### src/rtl/tun_pkg.sv
package tun_pkg;
    localparam int ADDR_W = 32;
    localparam int DATA_W = 32;
    localparam int STRB_W = DATA_W / 8;
    localparam int REQ_W  = 1 + ADDR_W + DATA_W + STRB_W;
    localparam int RSP_W  = 1 + 2 + DATA_W + 1;
    localparam logic [1:0] RESP_SLVERR = 2'b10;

    typedef enum logic [2:0] {
        ST_IDLE,
        ST_HALF,
        ST_SEND,
        ST_WAIT,
        ST_RESP
    } tun_state_t;
endpackage

### src/rtl/tun_capture.sv
module tun_capture
    import tun_pkg::*;
(
    input  logic              clk,
    input  logic              rst_n,
    input  logic              aw_hs,
    input  logic [ADDR_W-1:0] awaddr,
    input  logic              w_hs,
    input  logic [DATA_W-1:0] wdata,
    input  logic [STRB_W-1:0] wstrb,
    input  logic              ar_hs,
    input  logic [ADDR_W-1:0] araddr,
    input  logic              clr,
    output logic              aw_got,
    output logic              w_got,
    output logic              is_write,
    output logic [ADDR_W-1:0] addr,
    output logic [DATA_W-1:0] data,
    output logic [STRB_W-1:0] strb
);
    always_ff @(posedge clk) begin
        if (!rst_n) begin
            aw_got   <= 1'b0;
            w_got    <= 1'b0;
            is_write <= 1'b0;
            addr     <= '0;
            data     <= '0;
            strb     <= '0;
        end else begin
            if (clr) begin
                aw_got <= 1'b0;
                w_got  <= 1'b0;
            end
            if (ar_hs) begin
                is_write <= 1'b0;
                addr     <= araddr;
                data     <= '0;
                strb     <= '0;
            end
            if (aw_hs) begin
                is_write <= 1'b1;
                addr     <= awaddr;
                aw_got   <= 1'b1;
            end
            if (w_hs) begin
                data  <= wdata;
                strb  <= wstrb;
                w_got <= 1'b1;
            end
        end
    end


    no_read_mix_chk: assert property (@(posedge clk) disable iff (!rst_n)
        ar_hs |-> !aw_hs && !w_hs && !aw_got && !w_got);
endmodule

### src/rtl/tun_wdog.sv
module tun_wdog #(
    parameter int LIMIT = 125000
) (
    input  logic clk,
    input  logic rst_n,
    input  logic run,
    output logic fire
);
    localparam int CW = $clog2(LIMIT + 1);
    localparam logic [CW-1:0] LAST = CW'(LIMIT - 1);

    logic [CW-1:0] cnt;

    always_ff @(posedge clk) begin
        if (!rst_n || !run) cnt <= '0;
        else if (cnt != LAST) cnt <= cnt + 1'b1;
    end

    assign fire = run && (cnt == LAST);


    cnt_bound_chk: assert property (@(posedge clk) disable iff (!rst_n)
        cnt <= LAST);
endmodule

### src/rtl/axil_tunnel_req.sv
module axil_tunnel_req
    import tun_pkg::*;
#(
    parameter int TIMEOUT_CYC = 125000
) (
    input  logic              clk,
    input  logic              rst_n,
    input  logic              s_awvalid,
    output logic              s_awready,
    input  logic [ADDR_W-1:0] s_awaddr,
    input  logic              s_wvalid,
    output logic              s_wready,
    input  logic [DATA_W-1:0] s_wdata,
    input  logic [STRB_W-1:0] s_wstrb,
    output logic              s_bvalid,
    input  logic              s_bready,
    output logic [1:0]        s_bresp,
    input  logic              s_arvalid,
    output logic              s_arready,
    input  logic [ADDR_W-1:0] s_araddr,
    output logic              s_rvalid,
    input  logic              s_rready,
    output logic [DATA_W-1:0] s_rdata,
    output logic [1:0]        s_rresp,
    output logic              req_valid,
    input  logic              req_ready,
    output logic [REQ_W-1:0]  req_payload,
    input  logic              rsp_valid,
    output logic              rsp_ready,
    input  logic [RSP_W-1:0]  rsp_payload
);
    tun_state_t state, state_nx;

    logic              aw_hs, w_hs, ar_hs, req_hs;
    logic              aw_got, w_got, is_write;
    logic [ADDR_W-1:0] cap_addr;
    logic [DATA_W-1:0] cap_data;
    logic [STRB_W-1:0] cap_strb;
    logic              wd_fire;
    logic [1:0]        ret_code;
    logic [DATA_W-1:0] ret_data;
    logic              rsp_dir_unused;

    wire               rsp_far_tmo = rsp_payload[0];
    wire [DATA_W-1:0]  rsp_rdata   = rsp_payload[DATA_W:1];
    wire [1:0]         rsp_code    = rsp_payload[DATA_W+2:DATA_W+1];

    assign rsp_dir_unused = rsp_payload[RSP_W-1];
    assign aw_hs  = s_awvalid && s_awready;
    assign w_hs   = s_wvalid  && s_wready;
    assign ar_hs  = s_arvalid && s_arready;
    assign req_hs = req_valid && req_ready;

    tun_capture cap_i (
        .clk(clk), .rst_n(rst_n),
        .aw_hs(aw_hs), .awaddr(s_awaddr),
        .w_hs(w_hs), .wdata(s_wdata), .wstrb(s_wstrb),
        .ar_hs(ar_hs), .araddr(s_araddr),
        .clr(req_hs),
        .aw_got(aw_got), .w_got(w_got), .is_write(is_write),
        .addr(cap_addr), .data(cap_data), .strb(cap_strb)
    );

    tun_wdog #(.LIMIT(TIMEOUT_CYC)) wdog_i (
        .clk(clk), .rst_n(rst_n),
        .run(state == ST_WAIT),
        .fire(wd_fire)
    );

    // state register
    always_ff @(posedge clk) begin
        if (!rst_n) state <= ST_IDLE;
        else        state <= state_nx;
    end

    // next state
    always_comb begin
        state_nx = state;
        unique case (state)
            ST_IDLE: begin
                if (ar_hs)                state_nx = ST_SEND;
                else if (aw_hs && w_hs)   state_nx = ST_SEND;
                else if (aw_hs || w_hs)   state_nx = ST_HALF;
            end
            ST_HALF: if ((aw_got || aw_hs) && (w_got || w_hs)) state_nx = ST_SEND;
            ST_SEND: if (req_ready) state_nx = ST_WAIT;
            ST_WAIT: if (rsp_valid || wd_fire) state_nx = ST_RESP;
            ST_RESP: if (is_write ? s_bready : s_rready) state_nx = ST_IDLE;
            default: state_nx = ST_IDLE;
        endcase
    end

    // outputs
    always_comb begin
        s_awready = 1'b0;
        s_wready  = 1'b0;
        s_arready = 1'b0;
        req_valid = 1'b0;
        s_bvalid  = 1'b0;
        s_rvalid  = 1'b0;
        unique case (state)
            ST_IDLE: begin
                s_awready = 1'b1;
                s_wready  = 1'b1;
                s_arready = !s_awvalid && !s_wvalid;
            end
            ST_HALF: begin
                s_awready = !aw_got;
                s_wready  = !w_got;
            end
            ST_SEND: req_valid = 1'b1;
            ST_WAIT: ;
            ST_RESP: begin
                s_bvalid = is_write;
                s_rvalid = !is_write;
            end
            default: ;
        endcase
    end

    assign rsp_ready   = 1'b1;
    assign req_payload = {is_write, cap_addr, cap_data, cap_strb};
    assign s_bresp     = ret_code;
    assign s_rresp     = ret_code;
    assign s_rdata     = ret_data;

    // returned response
    always_ff @(posedge clk) begin
        if (!rst_n) begin
            ret_code <= '0;
            ret_data <= '0;
        end else if (state == ST_WAIT) begin
            if (rsp_valid) begin
                ret_code <= rsp_far_tmo ? RESP_SLVERR : rsp_code;
                ret_data <= rsp_far_tmo ? '0 : rsp_rdata;
            end else if (wd_fire) begin
                ret_code <= RESP_SLVERR;
                ret_data <= '0;
            end
        end
    end


    busy_no_accept_chk: assert property (@(posedge clk) disable iff (!rst_n)
        (req_valid || s_bvalid || s_rvalid) |-> !s_awready && !s_wready && !s_arready);

    req_hold_chk: assert property (@(posedge clk) disable iff (!rst_n)
        req_valid && !req_ready |=> req_valid && $stable(req_payload));

    b_hold_chk: assert property (@(posedge clk) disable iff (!rst_n)
        s_bvalid && !s_bready |=> s_bvalid && $stable(s_bresp));

    r_hold_chk: assert property (@(posedge clk) disable iff (!rst_n)
        s_rvalid && !s_rready |=> s_rvalid && $stable(s_rresp) && $stable(s_rdata));

    wdog_err_chk: assert property (@(posedge clk) disable iff (!rst_n)
        wd_fire && !rsp_valid |=> (s_bvalid || s_rvalid) && s_bresp == RESP_SLVERR && s_rdata == '0);

    far_tmo_chk: assert property (@(posedge clk) disable iff (!rst_n)
        state == ST_WAIT && rsp_valid && rsp_far_tmo |=> s_bresp == RESP_SLVERR && s_rdata == '0);

    one_beat_chk: assert property (@(posedge clk) disable iff (!rst_n)
        !(s_bvalid && s_rvalid));
endmodule

### config.mk
export PLATFORM = sky130hd
export DESIGN_NAME = axil_tunnel_req
export DESIGN_NICKNAME = d
export VERILOG_FILES = /design/src/rtl/tun_pkg.sv /design/src/rtl/tun_capture.sv /design/src/rtl/tun_wdog.sv /design/src/rtl/axil_tunnel_req.sv
export SDC_FILE = /design/constraint.sdc
export NUM_CORES = 1
export LEC_CHECK = 0
export ABC_AREA = 1
export BUFFER_PORTS_ARGS = -buffer_cell sky130_fd_sc_hd__buf_2
export CAP_MARGIN = 40
export CORE_UTILIZATION = 51
export DETAILED_ROUTE_END_ITERATION = 10
export PLACE_DENSITY = 0.86
export SYNTH_ARGS = -nofsm -noshare
export SYNTH_HDL_FRONTEND = slang
export SYNTH_SLANG_ARGS = --single-unit
### constraint.sdc
create_clock -name clk -period 4.5 [get_ports clk]
set_input_delay 0.45 -clock clk [delete_from_list [all_inputs] [get_ports clk]]
set_output_delay 0.45 -clock clk [all_outputs]
set_load 0.03 [all_outputs]
==> flow_summary.toml, run 1 <==
[outcome]
outcome = "complete, no violations"

[die]
die_x_um = 107
core_region_area_um2 = 10800
dieArea_um2 = 11500
initial_core_util = 0.523
ios = 257
row_count = 38
die_y_um = 107

[worst_setup_path]
critPathMaxFanout = 42
rr_startpoint = "wdog_i.cnt[0]"
cp_slowest_cell = "a21oi_4"
path_cells = "ha_1 > nand4_1 > nor2_1 > nand2_2 > a21oi_4 > buf_4 > o21ai_0 > nand2_1 > nor2_1"
cp_common_cell = "nor2_1"
r2r_slack_ns = 1.97
worstSetupPathType = "reg -> reg"
critPathCaptureType = "flop"
crit_required_ns = 4.91
cpPeakStageDelay_ns = 0.53
crit_start = "wdog_i.cnt[0]"
start_kind = "flop"
cp.arrival_ns = 2.94

[logic_synthesis]
ys_async_sr_fraction = 0
synth_top_cell_area_share = 0.441
synth-seq-cells = 125
syn_inst = 800
ys.flop_type = "dfxtp_1"
synth-edff-count = 0
synth_warnings = 0
synthDistinctLibCells = 32
synth-seq-area-share = 0.441
syn_area_um2 = 5670
synth_area_leader_cell = "dfxtp_1"
synth.net_count = 946
syn_area_per_cell_um2 = 7.09
synthTopCellsByArea = "dfxtp_1 44%, a21oi_1 7.7%, nand2_1 7.4%"

[pwr]
power.density_nw_per_um2 = 586
power_w = 0.00438
p_leak_nw = 3.70
ir_worst_vdd_uv = 450

[grt]
overflow = 0
grt.total_usage = 0.263
grt_start_max_net_pins = 74
first_global_vias = 5175
grt_pass1_wl_um = 24100
antenna_found_initial = 1

[sta]
rsz0062_at_grt = "no"
setup_viol = 0
drv_slew = 0
fin_crit_sh = 0.562
hold_viol_final = 0
slew_headroom = 0.493
fin_crit_ns = 2.53
finalSetupTns_ns = 0
worstMarginPinSlew_ns = 0.761
skew_ns = 0.00678
fmax_mhz = 395

[route]
final_antenna_net_count = 0
drt-total-wl_um = 15300
drc = 0
routedWlPerCell_um = 13.0
drt_iter0_drc = 356
routed_via_density = 5.01
first_pass_iters = 7
dr_total_vias = 5899

[layout]
drive_gt1_frac = 0.322
stdcell_count = 1177
final_nets = 1169
final_common_cell = "buf_2"
area_growth_pct = 31.9
layout_common_cells = "254 x buf_2, 125 x dfxtp_1, 112 x nand2_1, 93 x inv_1, 93 x nor2_1"

[worst_hold_path]
holdCritStartpoint = "s_awaddr[18]"
hp-class = "in -> reg"

[clock_network]
clkLatencyLatePin_ns = 0.52
ctsResizeCount = 0
hold_buffers = 0
cts_tree = "done"
numCtsBuffers = 17
cts_setup_buffers = 0
clkSlewWorstSetupHoldPaths_ns = 0.06
cts.htree.levels = 4
clockBufferDepth = 2
cts-root-buf = "clkbuf_8"
cts_sinks = 125

[place]
io_buffers = 254
place.gp.congestion = 0.848
place_hpwl_um = 10100
dp_cells = 1144

[job]
maxCapViolations = 0
## cells by family (layout without fill, tap and decap cells)
family | count (synthesis) | in the layout | share of synthesized area
and+or+nand+nor | 317 | 317 | 0.242
AOI/OAI and AO/OA | 198 | 198 | 0.191
buffers and inverters | 157 | 393 | 0.122
DFF | 125 | 125 | 0.441
adders and majority gates | 1 | 1 | 0.00221
other | 1 | 2 | 0.000661
xor gates and xnor gates | 1 | 1 | 0.00154
## worst paths after layout
kind                                        to  cells after the start
worst max-delay path               s_rdata[13]                      9
worst min-delay path            cap_i.addr[18]                      3
worst max register to register     s_rdata[13]                      9
worst min register to register   cap_i.addr[5]                      2
## layer usage
metal  vias up  share of wire  wire length [µm]  track usage
met1      2626           0.41              6250        0.305
met4         0          0.018               282       0.0939
met2       216           0.50              7620        0.452
met3        23          0.075              1150       0.0878
li1       3034              -                 -            -
met5         -              0                 0            0
## area by class of cell
type                       instances  area, µm²
fill                             919       3360
sequential                       125       2500
multi-input combinational        518       2480
timing repair buffer             261       1320
clock buffer                      19        432
inverter                         100        375
clock inverter                    13        189
tap                              140        175
antenna                            1       2.50
## synthesized netlist by cell type (6+ instances only)
cell type / number
nand2_1: 112
o21ai_2: 20
dfxtp_1: 125
o21ai_0: 35
nand3_1: 83
a21oi_1: 87
o21ai_1: 53
buf_2: 19
nand4_1: 8
buf_4: 8
nor2_1: 93
clkbuf_1: 18
inv_1: 94
nor3_1: 6
buf_6: 6
## state kept, by name, summed over array words and instances, names as in the netlist, 2 cells and up
signal / count
s_rdata: 32
s_bresp: 2
cap_i.addr: 32
wdog_i.cnt: 17
cap_i.data: 32
cap_i.strb: 4
state: 3
## power by group
part           switching, W  internal (W)
sequential         0.000108       0.00131
clock              0.000509      0.000918
combinational       0.00108      0.000459
total               0.00170       0.00268
## worst max-delay path, delay by kind of cell (launching register included)
kind | cells | cell delay, ns
DFF | 1 | 0.38
adders and majority gates | 1 | 0.26
buffers and inverters | 1 | 0.45
and+or+nand+nor | 5 | 0.61
AOI/OAI and AO/OA | 2 | 0.72
## through the flow
stage           util  setup slack (ns)  area [µm²]  hold WS, ns
2_1_floorplan      -              2.50        5670        0.444
3_3_place_gp   0.633              1.83        6860        0.450
3_5_place_dp   0.633              1.80        6860        0.452
4_1_cts        0.690              1.97        7480        0.188
5_1_grt        0.690              1.73        7480        0.183
6_report       0.690              1.97        7480        0.199
Note: power is estimated with default switching activity, not from simulation.
==> run 2, diff against run 1 <==
--- a/config.mk
+++ b/config.mk
@@ -5,12 +5,12 @@
 export SDC_FILE = /design/constraint.sdc
 export NUM_CORES = 1
 export LEC_CHECK = 0
-export ABC_AREA = 1
+export ABC_AREA = 0
 export BUFFER_PORTS_ARGS = -buffer_cell sky130_fd_sc_hd__buf_2
 export CAP_MARGIN = 40
-export CORE_UTILIZATION = 51
+export CORE_UTILIZATION = 41
 export DETAILED_ROUTE_END_ITERATION = 10
-export PLACE_DENSITY = 0.86
+export PLACE_DENSITY = 0.77
 export SYNTH_ARGS = -nofsm -noshare
 export SYNTH_HDL_FRONTEND = slang
 export SYNTH_SLANG_ARGS = --single-unit
==> constraint.sdc (replaced) <==
create_clock -name clk -period 2.2 [get_ports clk]
set_input_delay 0.22 -clock clk [delete_from_list [all_inputs] [get_ports clk]]
set_output_delay 0.22 -clock clk [all_outputs]
set_load 0.03 [all_outputs]
==> run 2 against run 1 <==
The flow now finishes with violations (DRC); setup slack worse by 1.8 ns; critical path depth down 4; routed wire length down 6.2%; combinational power up 59%; via count down 15%; sequential share of layout area up 2.5 points; maximum frequency up 25%; first-iteration DRC count up 11%; area after synthesis down 13%; die area up 7.6%; worst hold slack worse by 0.16 ns; clock skew down 0.0016 ns; critical path type unchanged.
==> flow_summary.toml, run 2 <==
[outcome]
outcome = "complete, but fails checks"
violations = "DRC"

[grt]
busiest_layer = "met2"
first_global_vias = 4750
grt.total_usage = 0.230
use_met3 = 0.0702
use_met1 = 0.271
antenna_found_initial = 0
grt_pass1_wl_um = 22900
grt_start_max_net_pins = 67
grtUsageMet2 = 0.389
overflow = 0

[clock_network]
cts_sinks = 125
ctsResizeCount = 0
numCtsBuffers = 17
clockBufferDepth = 2
hold_buffers = 0
cts-root-buf = "clkbuf_16"
cts_tree = "done"
clkSlewWorstSetupHoldPaths_ns = 0.05
cts.htree.levels = 4
cts_setup_buffers = 0
clkLatencyLatePin_ns = 0.40

[place]
io_buffers = 254
place.gp.congestion = 0.808
pre_cts_slack_ns = 0.194
dp_cells = 898
place_hpwl_um = 10100
postPlaceCellArea_um2 = 6360

[logic_synthesis]
synth-seq-area-share = 0.509
synthDistinctLibCells = 46
syn_area_per_cell_um2 = 9.22
synth_warnings = 0
synth.net_count = 679
syn_area_um2 = 4910
synth_area_leader_cell = "dfxtp_1"
ys_async_sr_fraction = 0
netlist_top_cells_count = "125 x dfxtp_1, 87 x nor2_1, 43 x nand2_1"
syn_inst = 533
synth_top_cell_area_share = 0.509
ys.flop_type = "dfxtp_1"
synthTopCellsByArea = "dfxtp_1 51%, nor2_1 6.6%, a311oi_1 5.9%"
synth-edff-count = 0
synth-seq-cells = 125
synth_most_common_cell = "dfxtp_1"

[sta]
rsz0062_at_grt = "no"
setup_slack_ns = 0.170
finalSetupTns_ns = 0
fmax_mhz = 493
drv_slew = 0
fin_crit_ns = 2.03
hold_viol_final = 0
fin_crit_sh = 0.923
skew_ns = 0.00516
setup_viol = 0
worstMarginPinSlew_ns = 0.564
slew_headroom = 0.621

[route]
final_antenna_net_count = 0
drt_iter0_drc = 395
dr_total_vias = 5037
drt-total-wl_um = 14400
routedWlPerCell_um = 15.5
routed_via_density = 5.43
first_pass_iters = 8
drc = 21

[job]
maxCapViolations = 0

[die]
ios = 257
core_region_area_um2 = 11600
row_count = 39
dieArea_um2 = 12400
initial_core_util = 0.425
die_y_um = 111
die_x_um = 111

[layout]
fillers = 984
area_growth_pct = 41.5
layout_common_cells = "254 x buf_2, 125 x dfxtp_1, 86 x nor2_1, 42 x nand2_1, 42 x nand3_1"
stdcell_count = 928
multi_input_area_um2 = 2180
final_common_cell = "buf_2"
drive_gt1_frac = 0.399
seqCellArea_um2 = 2500
antenna_cells = 0
final_nets = 920
final_area_um2 = 6950

[pwr]
p_leak_nw = 3.19
ir_worst_vdd_uv = 643
power.density_nw_per_um2 = 1160
power_w = 0.00808

[worst_hold_path]
hp-class = "in -> reg"

[worst_setup_path]
cp.arrival_ns = 2.32
critPathMaxFanout = 33
critPathCaptureType = "flop"
crit_required_ns = 2.49
start_kind = "flop"
worstSetupPathType = "reg -> reg"
## run 2: cell count changes after synthesis, moves of 33 or more
| cell | previous run | this run |
|---|---|---|
| a22oi_1 | 0 | 37 |
| a311oi_1 | 0 | 33 |
| inv_1 | 94 | 5 |
| nand3_1 | 83 | 42 |
| nand2_1 | 112 | 43 |
| a21oi_1 | 87 | 12 |
| o21ai_1 | 53 | 0 |
## run 2: cells by family (layout without fill, tap and decap cells)
logic type | after synthesis | after routing | share of synthesized area
flip-flops | 125 | 125 | 0.509
buffers and inverters | 55 | 307 | 0.0530
AND/OR/NAND/NOR | 207 | 207 | 0.197
multiplexers | 2 | 2 | 0.00408
XOR/XNOR | 9 | 9 | 0.0160
AO/OA/AOI/OAI | 133 | 133 | 0.217
other | 1 | 1 | 0.000763
adder cells (fa/ha/maj) | 1 | 1 | 0.00255
## run 2: cell type report
cell class / instances / area share
multi-input combinational: 353 / 0.313
timing repair buffer: 272 / 0.212
clock buffer: 23 / 0.0659
sequential: 125 / 0.360
clock inverter: 7 / 0.0200
inverter: 5 / 0.00270
tap: 143 / 0.0257
## run 2: final timing paths
| kind | start | endpoint | slack [ns] | cells past startpoint |
|---|---|---|---|---|
| max | wdog_i.cnt[4] | s_rdata[1] | 0.17 | 5 |
| min | rsp_payload[6] | s_rdata[5] | 0.04 | 2 |
| max reg2reg | wdog_i.cnt[4] | s_rdata[1] | 0.17 | 5 |
| min reg2reg | s_rdata[30] | s_rdata[30] | 0.47 | 1 |
## run 2: metal layers
layer | vias up | share of wire
met5 | - | 0
met4 | 0 | 0.020
met3 | 25 | 0.076
met2 | 220 | 0.49
met1 | 2368 | 0.42
li1 | 2424 | -
## run 2: critical path, stage by stage (launching register included)
cell and delay (ns):
dfxtp_1 0.35, or4_4 0.60, o41ai_4 0.45, a21oi_2 0.12, buf_12 0.18, a22o_2 0.21
## run 2: metrics by stage
step,utilization,hold slack (ns)
global route,0.601,0.0214
finish,0.601,0.0363
global placement,0.547,0.437
CTS,0.601,0.0216
detailed placement,0.550,0.441
floorplan,-,0.348
## run 2: where the power goes
group / switching [W] / internal, W / leakage, nW / total, W
combinational: 0.00166 / 0.000789 / 1.87 / 0.00245
sequential: 0.000178 / 0.00260 / 1.02 / 0.00278
clock: 0.000950 / 0.00191 / 0.291 / 0.00286
total: 0.00279 / 0.00530 / 3.19 / 0.00808
==> run 3, diff against run 2 <==
--- a/config.mk
+++ b/config.mk
@@ -10,6 +10,7 @@
 export CAP_MARGIN = 40
 export CORE_UTILIZATION = 41
 export DETAILED_ROUTE_END_ITERATION = 10
+export HOLD_SLACK_MARGIN = 0.12
 export PLACE_DENSITY = 0.77
 export SYNTH_ARGS = -nofsm -noshare
 export SYNTH_HDL_FRONTEND = slang
==> run 3 against run 2 <==
Register-to-register slack about the same; the run still ends with DRC left; critical path type unchanged; combinational power increased by 12%; final area increased by 19%; largest power group unchanged; largest cell class is now non-clock buffers; power increased by 4.0%; highest routed layer unchanged; die area did not move; sequential share of layout area is 5.8 points lower.
==> flow_summary.toml, run 3 (same netlist as run 2, synthesis figures left out) <==
[sta]
fin_crit_sh = 0.929
finalSetupTns_ns = 0
skew_ns = 0.00466
worstMarginPinSlew_ns = 0.574
fin_crit_ns = 2.04
hold_viol_final = 0
fmax_mhz = 489
slew_headroom = 0.614
rsz0062_at_grt = "no"
drv_slew = 0
setup_viol = 0

[worst_setup_path]
critPathCaptureType = "flop"
crit_required_ns = 2.49
cp_slowest_cell = "or4_4"
cp.arrival_ns = 2.34
path_cells = "or4_4 > o41ai_4 > a21oi_2 > buf_12 > a22o_2"
critPathMaxFanout = 33
cp_top_family = "compound AO/OA/AOI/OAI gates"
start_kind = "flop"
cp_num_buf_inv = 1
worstSetupPathType = "reg -> reg"
cpPeakStageDelay_ns = 0.60

[clock_network]
cts_tree = "done"
numCtsBuffers = 17
clkLatencyLatePin_ns = 0.40
cts-root-buf = "clkbuf_16"
clkSlewWorstSetupHoldPaths_ns = 0.05
cts.htree.levels = 4
clockBufferDepth = 2
cts_sinks = 125

[grt]
grt_pass1_wl_um = 28100
busiest_layer = "met2"
antenna_found_initial = 0
grt_start_max_net_pins = 67
grt.total_usage = 0.286
use_met3 = 0.0838
first_global_vias = 5787
use_met1 = 0.305
grtUsageMet2 = 0.499
overflow = 0

[place]
io_buffers = 254
place_hpwl_um = 10100
place.gp.congestion = 0.808

[route]
drt-total-wl_um = 18100
routed_via_density = 5.49
routedWlPerCell_um = 17.1
first_pass_iters = 8
dr_total_vias = 5824
drt_iter0_drc = 593
final_antenna_net_count = 0
drc = 21

[layout]
drive_gt1_frac = 0.346
antenna_cells = 0
final_common_cell = "buf_2"
area_growth_pct = 69.0
post-route-util = 0.718
layout_common_cells = "254 x buf_2, 129 x dlygate4sd3_1, 125 x dfxtp_1, 86 x nor2_1"
final_nets = 1053
fillers = 788

[outcome]
outcome = "complete, but fails checks"
violations = "DRC"

[pwr]
power.density_nw_per_um2 = 1010
ir_worst_vdd_uv = 674
p_leak_nw = 3.76

[die]
dieArea_um2 = 12400
row_count = 39
core_region_area_um2 = 11600
die_x_um = 111
die_y_um = 111
initial_core_util = 0.425
ios = 257

[job]
maxCapViolations = 0

[worst_hold_path]
hp-class = "in -> reg"
==> run 3: final timing paths <==
path / start / endpoint / slack [ns] / cells after the start
hold / removal: s_awaddr[30] / cap_i.addr[30] / 0.13 / 3
setup / recovery: wdog_i.cnt[4] / s_rdata[0] / 0.16 / 5
setup reg to reg: wdog_i.cnt[4] / s_rdata[0] / 0.16 / 5
hold reg to reg: s_rdata[30] / s_rdata[30] / 0.47 / 1
==> run 3: where the power goes <==
part	internal (W)	switching [W]	leakage, nW	total [W]
clock network	0.00191	0.000950	0.291	0.00286
registers	0.00260	0.000192	1.02	0.00279
logic	0.000980	0.00177	2.45	0.00275
total	0.00549	0.00292	3.76	0.00841
==> run 3: routing by layer <==
metal	vias to the layer above	share of wire
li1	2696	-
met1	2745	0.39
met2	319	0.49
met3	64	0.075
met4	0	0.045
met5	-	0
==> run 3: final cells by class <==
class                           count  area (µm²)  share of cell area
Sequential cell                   125        2500               0.301
Multi-Input combinational cell    353        2190               0.264
Clock inverter                      7         139              0.0167
Clock buffer                       23         458              0.0552
Inverter                            5        18.8             0.00226
Timing Repair Buffer              405        2820               0.339
Tap cell                          143         179              0.0216
==> run 3: timing repair <==
item / in CTS / in global routing
resized for setup: 0 / 2
hold buffers: 129 / 0
setup buffers: 0 / 3
endpoints found under the setup margin: 0 / 1
endpoints found under the hold margin: 103 / 0
==> run 3: worst reg2reg max path, delay by kind of cell (launching register included) <==
kind	cells	cell delay [ns]
AOI/OAI and AO/OA	3	0.80
buffers and inverters	1	0.18
DFF	1	0.35
and+or+nand+nor	1	0.60
==> run 3: stage by stage <==
step	hold slack, ns	setup WS (ns)	area (µm²)	instances	total power (W)
finish	0.134	0.156	8300	1061	0.00841
global route	0.140	0.0525	8300	1061	0.00878
CTS	0.124	0.00978	8240	1057	0.00831
detailed placement	0.441	0.194	6360	898	0.00526
global placement	0.437	0.229	6330	897	0.00518
floorplan	0.348	0.0574	4920	533	0.00446
